==> src/rtl/usb_tok_pkg.sv <==
// Package: shared types and PID decoding for the USB token filter.
// Assumes PIDs arrive as full bytes: low nibble is the code, high nibble its check.
package usb_tok_pkg;

    typedef enum logic [1:0] {
        TK_NONE  = 2'd0,
        TK_OUT   = 2'd1,
        TK_IN    = 2'd2,
        TK_SETUP = 2'd3
    } tok_kind_e;

    localparam logic [3:0] PID_CODE_OUT   = 4'b0001;
    localparam logic [3:0] PID_CODE_IN    = 4'b1001;
    localparam logic [3:0] PID_CODE_SETUP = 4'b1101;

    localparam int NUM_KINDS = 3;

    // Classify a PID byte; anything that fails the nibble check or is not a token is TK_NONE.
    function automatic tok_kind_e classify_pid(input logic [7:0] pid);
        tok_kind_e k;
        k = TK_NONE;
        if (pid[7:4] == ~pid[3:0]) begin
            case (pid[3:0])
                PID_CODE_OUT:   k = TK_OUT;
                PID_CODE_IN:    k = TK_IN;
                PID_CODE_SETUP: k = TK_SETUP;
                default:        k = TK_NONE;
            endcase
        end
        return k;
    endfunction

    // Map a token kind to its one-hot flag position (bit 0 OUT, bit 1 IN, bit 2 SETUP).
    function automatic logic [NUM_KINDS-1:0] kind_onehot(input tok_kind_e k);
        logic [NUM_KINDS-1:0] v;
        v = '0;
        case (k)
            TK_OUT:   v[0] = 1'b1;
            TK_IN:    v[1] = 1'b1;
            TK_SETUP: v[2] = 1'b1;
            default:  v = '0;
        endcase
        return v;
    endfunction

endpackage

==> src/rtl/usb_tok_cfg.sv <==
// Module: configuration register holding the enable bit (MSB) and device address.
// Assumes bus_reset is already synchronous to clk; it outranks a CPU write.
module usb_tok_cfg #(
    parameter int ADDR_W = 7,
    localparam int CFG_W = ADDR_W + 1
) (
    input  logic              clk,
    input  logic              rst_n,
    input  logic              bus_reset,
    input  logic              we,
    input  logic [CFG_W-1:0]  wdata,
    output logic [CFG_W-1:0]  q,
    output logic              enable,
    output logic [ADDR_W-1:0] dev_addr
);

    // Register update: reset and bus reset clear it, otherwise a write loads it.
    always_ff @(posedge clk) begin
        if (!rst_n || bus_reset) begin
            q <= '0;
        end else if (we) begin
            q <= wdata;
        end
    end

    // Field split of the stored value.
    always_comb begin
        enable   = q[CFG_W-1];
        dev_addr = q[ADDR_W-1:0];
    end

endmodule

==> src/rtl/usb_tok_pid.sv <==
// Module: captures the PID of the token in flight and holds its classification.
// Assumes the PID strobe precedes the field strobe; a field strobe consumes the PID.
module usb_tok_pid
    import usb_tok_pkg::*;
(
    input  logic       clk,
    input  logic       rst_n,
    input  logic       pid_valid,
    input  logic [7:0] pid_byte,
    input  logic       field_valid,
    output logic       armed,
    output tok_kind_e  kind
);

    // Hold the decoded kind of the latest PID and whether a field may still use it.
    always_ff @(posedge clk) begin
        if (!rst_n) begin
            armed <= 1'b0;
            kind  <= TK_NONE;
        end else if (pid_valid) begin
            armed <= 1'b1;
            kind  <= classify_pid(pid_byte);
        end else if (field_valid) begin
            armed <= 1'b0;
        end
    end

endmodule

==> src/rtl/usb_tok_flags.sv <==
// Module: sticky per-type token flags with write-one-to-clear; set beats clear.
// Assumes set pulses are one cycle wide and already one-hot.
module usb_tok_flags #(
    parameter int N = 3
) (
    input  logic         clk,
    input  logic         rst_n,
    input  logic [N-1:0] set,
    input  logic [N-1:0] clr,
    output logic [N-1:0] flags
);

    for (genvar i = 0; i < N; i++) begin : g_flag
        // One sticky bit: set has priority over a simultaneous clear.
        always_ff @(posedge clk) begin
            if (!rst_n) begin
                flags[i] <= 1'b0;
            end else if (set[i]) begin
                flags[i] <= 1'b1;
            end else if (clr[i]) begin
                flags[i] <= 1'b0;
            end
        end
    end

endmodule

==> src/rtl/usb_token_filter.sv <==
// Module: top of the USB token decoder and address filter.
// Assumes upstream delivers a PID strobe and a later field strobe per token,
// with line decoding, unstuffing and the CRC5 check already done.
module usb_token_filter
    import usb_tok_pkg::*;
#(
    parameter int ADDR_W = 7,
    parameter int EP_W   = 4,
    localparam int FIELD_W = ADDR_W + EP_W,
    localparam int CFG_W   = ADDR_W + 1,
    localparam int NK      = NUM_KINDS
) (
    input  logic               clk,
    input  logic               rst_n,
    input  logic               bus_reset,
    input  logic               cfg_we,
    input  logic [CFG_W-1:0]   cfg_wdata,
    output logic [CFG_W-1:0]   cfg_rdata,
    output logic               xcvr_pdn,
    input  logic               pid_valid,
    input  logic [7:0]         pid_byte,
    input  logic               field_valid,
    input  logic [FIELD_W-1:0] field_bits,
    input  logic               crc5_err,
    input  logic [NK-1:0]      flag_clr,
    output logic [NK-1:0]      tok_pulse,
    output logic [EP_W-1:0]    tok_ep,
    output logic [NK-1:0]      tok_flags
);

    logic              enable;
    logic [ADDR_W-1:0] dev_addr;
    logic              pid_armed;
    tok_kind_e         pid_kind;
    logic              accept;
    logic [NK-1:0]     hit_vec;

    usb_tok_cfg #(.ADDR_W(ADDR_W)) u_cfg (
        .clk      (clk),
        .rst_n    (rst_n),
        .bus_reset(bus_reset),
        .we       (cfg_we),
        .wdata    (cfg_wdata),
        .q        (cfg_rdata),
        .enable   (enable),
        .dev_addr (dev_addr)
    );

    usb_tok_pid u_pid (
        .clk        (clk),
        .rst_n      (rst_n),
        .pid_valid  (pid_valid),
        .pid_byte   (pid_byte),
        .field_valid(field_valid),
        .armed      (pid_armed),
        .kind       (pid_kind)
    );

    // Acceptance decision for the field presented this cycle.
    always_comb begin
        accept = field_valid && pid_armed && (pid_kind != TK_NONE) && !crc5_err
                 && enable && (field_bits[ADDR_W-1:0] == dev_addr);
        hit_vec = accept ? kind_onehot(pid_kind) : '0;
    end

    // Register the one-cycle pulse and latch the endpoint of an accepted token.
    always_ff @(posedge clk) begin
        if (!rst_n) begin
            tok_pulse <= '0;
            tok_ep    <= '0;
        end else begin
            tok_pulse <= hit_vec;
            if (accept) begin
                tok_ep <= field_bits[FIELD_W-1:ADDR_W];
            end
        end
    end

    usb_tok_flags #(.N(NK)) u_flags (
        .clk  (clk),
        .rst_n(rst_n),
        .set  (hit_vec),
        .clr  (flag_clr),
        .flags(tok_flags)
    );

    // Power-down request to the transceiver follows the enable bit.
    always_comb xcvr_pdn = !enable;

endmodule

==> config.mk <==
export PLATFORM = sky130hd
export DESIGN_NAME = usb_token_filter
export DESIGN_NICKNAME = d
export VERILOG_FILES = /design/src/rtl/usb_tok_pkg.sv /design/src/rtl/usb_tok_cfg.sv /design/src/rtl/usb_tok_pid.sv /design/src/rtl/usb_tok_flags.sv /design/src/rtl/usb_token_filter.sv
export SDC_FILE = /design/constraint.sdc
export NUM_CORES = 1
export LEC_CHECK = 0
export CELL_PAD_IN_SITES_DETAIL_PLACEMENT = 1
export CELL_PAD_IN_SITES_GLOBAL_PLACEMENT = 2
export CORE_UTILIZATION = 32
export CTS_BUF_LIST = sky130_fd_sc_hd__clkbuf_16
export DETAILED_ROUTE_END_ITERATION = 16
export DONT_BUFFER_PORTS = 1
export HOLD_SLACK_MARGIN = 0.15
export PLACE_DENSITY_LB_ADDON = 0.08
export SETUP_SLACK_MARGIN = 0.3
export SLEW_MARGIN = 10
export SYNTH_ARGS = -nofsm -noshare
export SYNTH_HDL_FRONTEND = slang
export SYNTH_SLANG_ARGS = --single-unit
==> constraint.sdc <==
create_clock -name clk -period 2.15 [get_ports clk]
set_input_delay 0.43 -clock clk [delete_from_list [all_inputs] [get_ports clk]]
set_output_delay 0.43 -clock clk [all_outputs]
set_load 0.01 [all_outputs]
Word-level counts from Yosys, hierarchy flattened
Cells that the tools add are included.
- flip-flop bits (word level): 21
- latch bits: 0
- bits in writable memories: 0
- memory bits (read-only): 0
- input bits: 37
- output and inout port bits: 19
- logic and storage cells: 45
- memories kept: 0
- $add $sub $neg: 0
- multipliers: 0
- divide/modulo/power cells: 0
- $lt $le $gt $ge: 0
- equal/unequal tests: 8
- shifts and indexed selects: 0
- muxes and demuxes: 14
- bitwise logic cells: 1
- reduce and logical (&&, ||, !) cells: 14
- operator list (cell ; count):
    two-way mux 1 bit ; 11
    nonzero test 2 bit ; 5
    equality test 4 bit, second input constant ; 2
    equality test 7 bit ; 1
    one-hot mux 2 bit (3 select lines) ; 1
    logical AND 1 bit ; 5
    equality test 2 bit, second input constant ; 2
    equality test 4 x 1 -> 1 bit, second input constant ; 1
    equality test 4 bit ; 1
    inverter 4 bit ; 1
    logical NOT 1 bit ; 3
    two-way mux 3 bit ; 1
    equality test 2 x 1 -> 1 bit, second input constant ; 1
    two-way mux 2 bit ; 1
    logical OR 1 bit ; 1

Depth between registers and ports, before layout
- depth after elaboration: 7
- mapped depth: 5
- mapped depth without buffers: 4

By module
Synthesis repeated with hierarchy kept, for this count alone.
- cell total of the unflattened synthesis: 107
- area total of the unflattened synthesis: 1004.7 um^2
- modules (own cells, without submodules) (module ; instances ; cells each ; area an instance (um^2) ; sequential area each (um^2)):
    usb_token_filter ; 1 ; 46 ; 374.1 ; 140.1
    usb_tok_cfg ; 1 ; 35 ; 352.8 ; 160.2
    usb_tok_pid ; 1 ; 17 ; 153.9 ; 60.1
    usb_tok_flags ; 1 ; 9 ; 123.9 ; 60.1

Least setup slack after synthesis
No wires, ideal clock.
- path type: input -> register
- start: input port field_bits[6]
- end: register u_flags.flags[2]
- library setup time: 0.072 ns
- arrival: 1.837 ns
- required time: 2.078 ns
- setup slack: 0.241 ns
- stages: 5
- path buffers: 1
- path through: xor2_1 or4_1 clkbuf_2 or4_1 a21oi_1
- word-level cells in the longest chain between the ends: 4
- elaborated cells on any way between the ends: 5
- classes of those cells: eq/ne (1); mux (2); reduce/logical (2)
- ends and longest elaborated chain (element ; line ; text):
    start, declared ; usb_token_filter.sv:23 ; input logic [FIELD_W-1:0] field_bits,
    equality test 7 bit (*) ; usb_token_filter.sv:62 ; && enable && (field_bits[ADDR_W-1:0] == dev_addr);
    logical AND 1 bit (*) ; usb_token_filter.sv:62 ;
    two-way mux 3 bit (*) ; usb_token_filter.sv:63 ; hit_vec = accept ? kind_onehot(pid_kind) : '0;
    two-way mux 1 bit or nonzero test 2 bit (tied branches) ; n/a ;
    end signal, assigned by index ; usb_tok_flags.sv:17 ; flags[i] <= 1'b0;
    end signal, assigned by index ; usb_tok_flags.sv:19 ; flags[i] <= 1'b1;
    end signal, assigned by index ; usb_tok_flags.sv:21 ; flags[i] <= 1'b0;
    end, declared ; usb_tok_flags.sv:10 ; output logic [N-1:0] flags
Every way passes the cells marked *; elsewhere a longest branch is shown, timed or not.
A chain may end at the register's enable or synchronous reset.

Worst setup path in the final report
- start: register u_cfg.q[1]
- end: register u_flags.flags[0]
- word-level cells in the longest chain between the ends: 4
- elaborated cells on any way between the ends: 5
- classes of those cells: eq/ne (1); mux (2); reduce/logical (2)
- ends and longest elaborated chain (element ; line ; text):
    start, declared ; usb_tok_cfg.sv:12 ; output logic [CFG_W-1:0] q,
    start signal, assigned ; usb_tok_cfg.sv:22 ; q <= wdata;
    equality test 7 bit (*) ; usb_token_filter.sv:62 ;
    logical AND 1 bit (*) ; usb_token_filter.sv:62 ;
    two-way mux 3 bit (*) ; usb_token_filter.sv:63 ;
    two-way mux 1 bit or nonzero test 2 bit (tied branches) ; n/a ;
Marks and branches as above.

==> flow_summary.json <==
{
  "outcome": "completed",
  "synth-simple-area-share_pct": 23.40,
  "drt-pass1-iter-count": 4,
  "hold_class": "input pin to flip-flop",
  "grt_pass1_wl_um": 3374,
  "tightest_slew_ns": 0.4887,
  "slew_violations": 0,
  "fin_crit_sh_pct": 84.58,
  "antenna_left": 0,
  "cts_hold_buf": 0,
  "synth_edf_count": 0,
  "yosys.area_share.adder_pct": 0,
  "grt_max_degree": 12,
  "avgSynthCellArea_um2": 9.359,
  "viasPerCell": 5.626,
  "setup_viol": 0,
  "wl_per_cell_um": 15.39,
  "synth_compound_area_share_pct": 9.893,
  "cp_common_cell": "or4_4",
  "seq_area_frac_synth_pct": 44.92,
  "grt_usage_pct": 13.98,
  "die_area_um2": 3145,
  "ios": 56,
  "leakagePower_uw": 0.0004001,
  "core_region_area_um2": 2758,
  "critPathKind": "flip-flop to flip-flop",
  "rsz0062_at_grt": "yes",
  "max_freq_ghz": 0.5499,
  "ys_types": 27,
  "cts_buffer_depth": 2,
  "yosys-top-cells-count": "dfxtp_1, nor2_1, a21oi_1",
  "cts-buffers-inserted": 3,
  "clkTransAtPathRegs_ns": 0.05,
  "post-route-util_pct": 38.16,
  "initial_core_util_pct": 33.94,
  "drcViolationCount": 0,
  "antenna_found_initial": 0,
  "yosysTopAreaCell": "dfxtp_1",
  "critPathMaxFanout": 7,
  "yosysTopAreaCellShare_pct": 44.92,
  "cts_tree": "built",
  "cp-end-kind": "flip-flop",
  "synth_xor_area_share_pct": 9.358,
  "clock_skew_ns": 0.0006152,
  "drv_cap": 0,
  "grt_overflow": 0,
  "synth_top_family_by_area": "simple AND/OR/NAND/NOR gates",
  "power.density_nw_per_um2": 791.4,
  "worstSkewPairLatency_ns": 0.25,
  "cp.arrival_ns": 2.00,
  "synthTopCellsByArea": "dfxtp_1, mux2i_1, xor2_1, a21oi_1, nor2_1",
  "drt_iter0_drc": 19,
  "dr_total_vias": 737,
  "area_delta_synth_final_pct": 12.43,
  "drt_wl_total_um": 2016,
  "r2r_slack_ns": 0.33,
  "n_antenna_cell": 0,
  "vdd_drop_max_v": 0.0004528,
  "slew_headroom_pct": 67.17,
  "setup_tns_ns": 0,
  "ys_warn_count": 0,
  "rows": 19,
  "hold_viol_final": 0,
  "cpPeakStageDelay_ns": 0.59,
  "fin_crit_ns": 1.819,
  "crit_chain": "xor2_1 > or4_4 > or4_4 > a21oi_2",
  "nNetsFinal": 138,
  "portBuffers": 0,
  "slowest_stage": "or4_4",
  "die_x_um": 56.08,
  "synth_nets": 137,
  "ys.flop_type": "dfxtp_1",
  "clock_sinks": 21,
  "routabilityCongestion": 0.7476,
  "grt_pass1_vias": 750,
  "dpl.hpwl_um": 1630,
  "worstSetupStartpointType": "flip-flop",
  "yosysMostFrequentCell": "dfxtp_1",
  "ys_seq_elements": 21,
  "synth_area_um2": 935.9,
  "async_flop_share_pct": 0,
  "h-tree-depth": 1,
  "post_cts_buffers": 0,
  "synthMuxAreaShare_pct": 8.556,
  "root_buffer": "clkbuf_16",
  "drive_above_1_share_pct": 8.000,
  "postSynthCellCount": 100,
  "fp.dieH_um": 56.08,
  "cp.required_ns": 2.33
}
[sequential cells by signal, summed over array words and instances (netlist names)]
register       flops
u_pid.armed        1
tok_pulse          3
u_flags.flags      3
tok_ep             4
u_pid.kind         2
u_cfg.q            8
[worst max-delay path: cells and delay by family (launching register included)]
kind / cells / cell delay [ns]
DFF: 1 / 0.36
AOI/OAI and AO/OA: 1 / 0.11
xor gates and xnor gates: 1 / 0.19
and+or+nand+nor: 2 / 1.09
[power breakdown]
part	switching (uW)	internal [uW]	total (uW)
Combinational	25.0	23.8	48.8
Sequential	7.90	396	403
Clock	133	247	380
Total	166	667	833
[path summary, 6_finish.rpt]
kind / end / startpoint / cells past startpoint
setup / recovery: u_flags.flags[0] / u_cfg.q[1] / 4
hold / removal: u_pid.armed / pid_valid / 2
setup reg to reg: u_flags.flags[0] / u_cfg.q[1] / 4
hold reg to reg: u_pid.armed / u_pid.armed / 2
[metrics by stage]
stage	power [uW]	worst slack (ns)	instance area (um2)	instances	hold WS, ns
after CTS	847.4	0.3216	1040	131	0.3122
after global placement	458.3	0.2024	957.2	127	0.4623
after detailed placement	459.3	0.1931	957.2	127	0.4830
after floorplan	454.0	0.2927	935.9	100	0.4443
final	832.8	0.3315	1052	131	0.3141
after global routing	870.2	0.2742	1052	131	0.3163
[cell usage in the layout (no fill, tap or decap)]
cell	instances
or4_1	1
mux2i_1	8
nand2_1	1
or3_4	1
nand4_1	5
nand4b_1	1
clkbuf_16	3
dfxtp_1	21
a21oi_2	1
nor3_1	2
and4b_1	3
or4_4	2
nor2b_1	3
clkinv_1	1
nor2_1	11
inv_1	3
nand2b_1	4
xor2_1	7
a21oi_1	9
and4_1	1
nor4_1	2
o31ai_1	4
buf_4	1
xnor2_1	3
o21a_1	1
o21ai_1	1
[cell families (layout without fill, tap and decap cells)]
family,Yosys count,in the layout
simple gates,37,37
flops,21,21
compound gates,16,16
xor+xnor,10,10
mux,8,8
buf+inv,8,8
[area by class of cell]
| type | instances | area (um2) |
|---|---|---|
| clock buffer | 3 | 75.07 |
| clock inverter | 1 | 3.754 |
| fill | 329 | 1705 |
| inverter | 3 | 11.26 |
| multi-input combinational | 71 | 495.5 |
| sequential | 21 | 420.4 |
| tap | 31 | 38.79 |
| timing repair buffer | 1 | 7.507 |
[timing repair]
action / in CTS / in global routing
endpoints found under the setup margin: 2 / 2
resized for setup: 1 / 3
pin swaps: 0 / 1
[per-layer routing]
metal	up-vias	share of wire (%)	GRT usage (%)
met5	-	0	0
met4	0	0.94	4.181
met3	4	9.6	6.744
met2	33	47	22.79
met1	340	42	16.18
li1	360	-	-
Power figures use the tool's default switching activity.
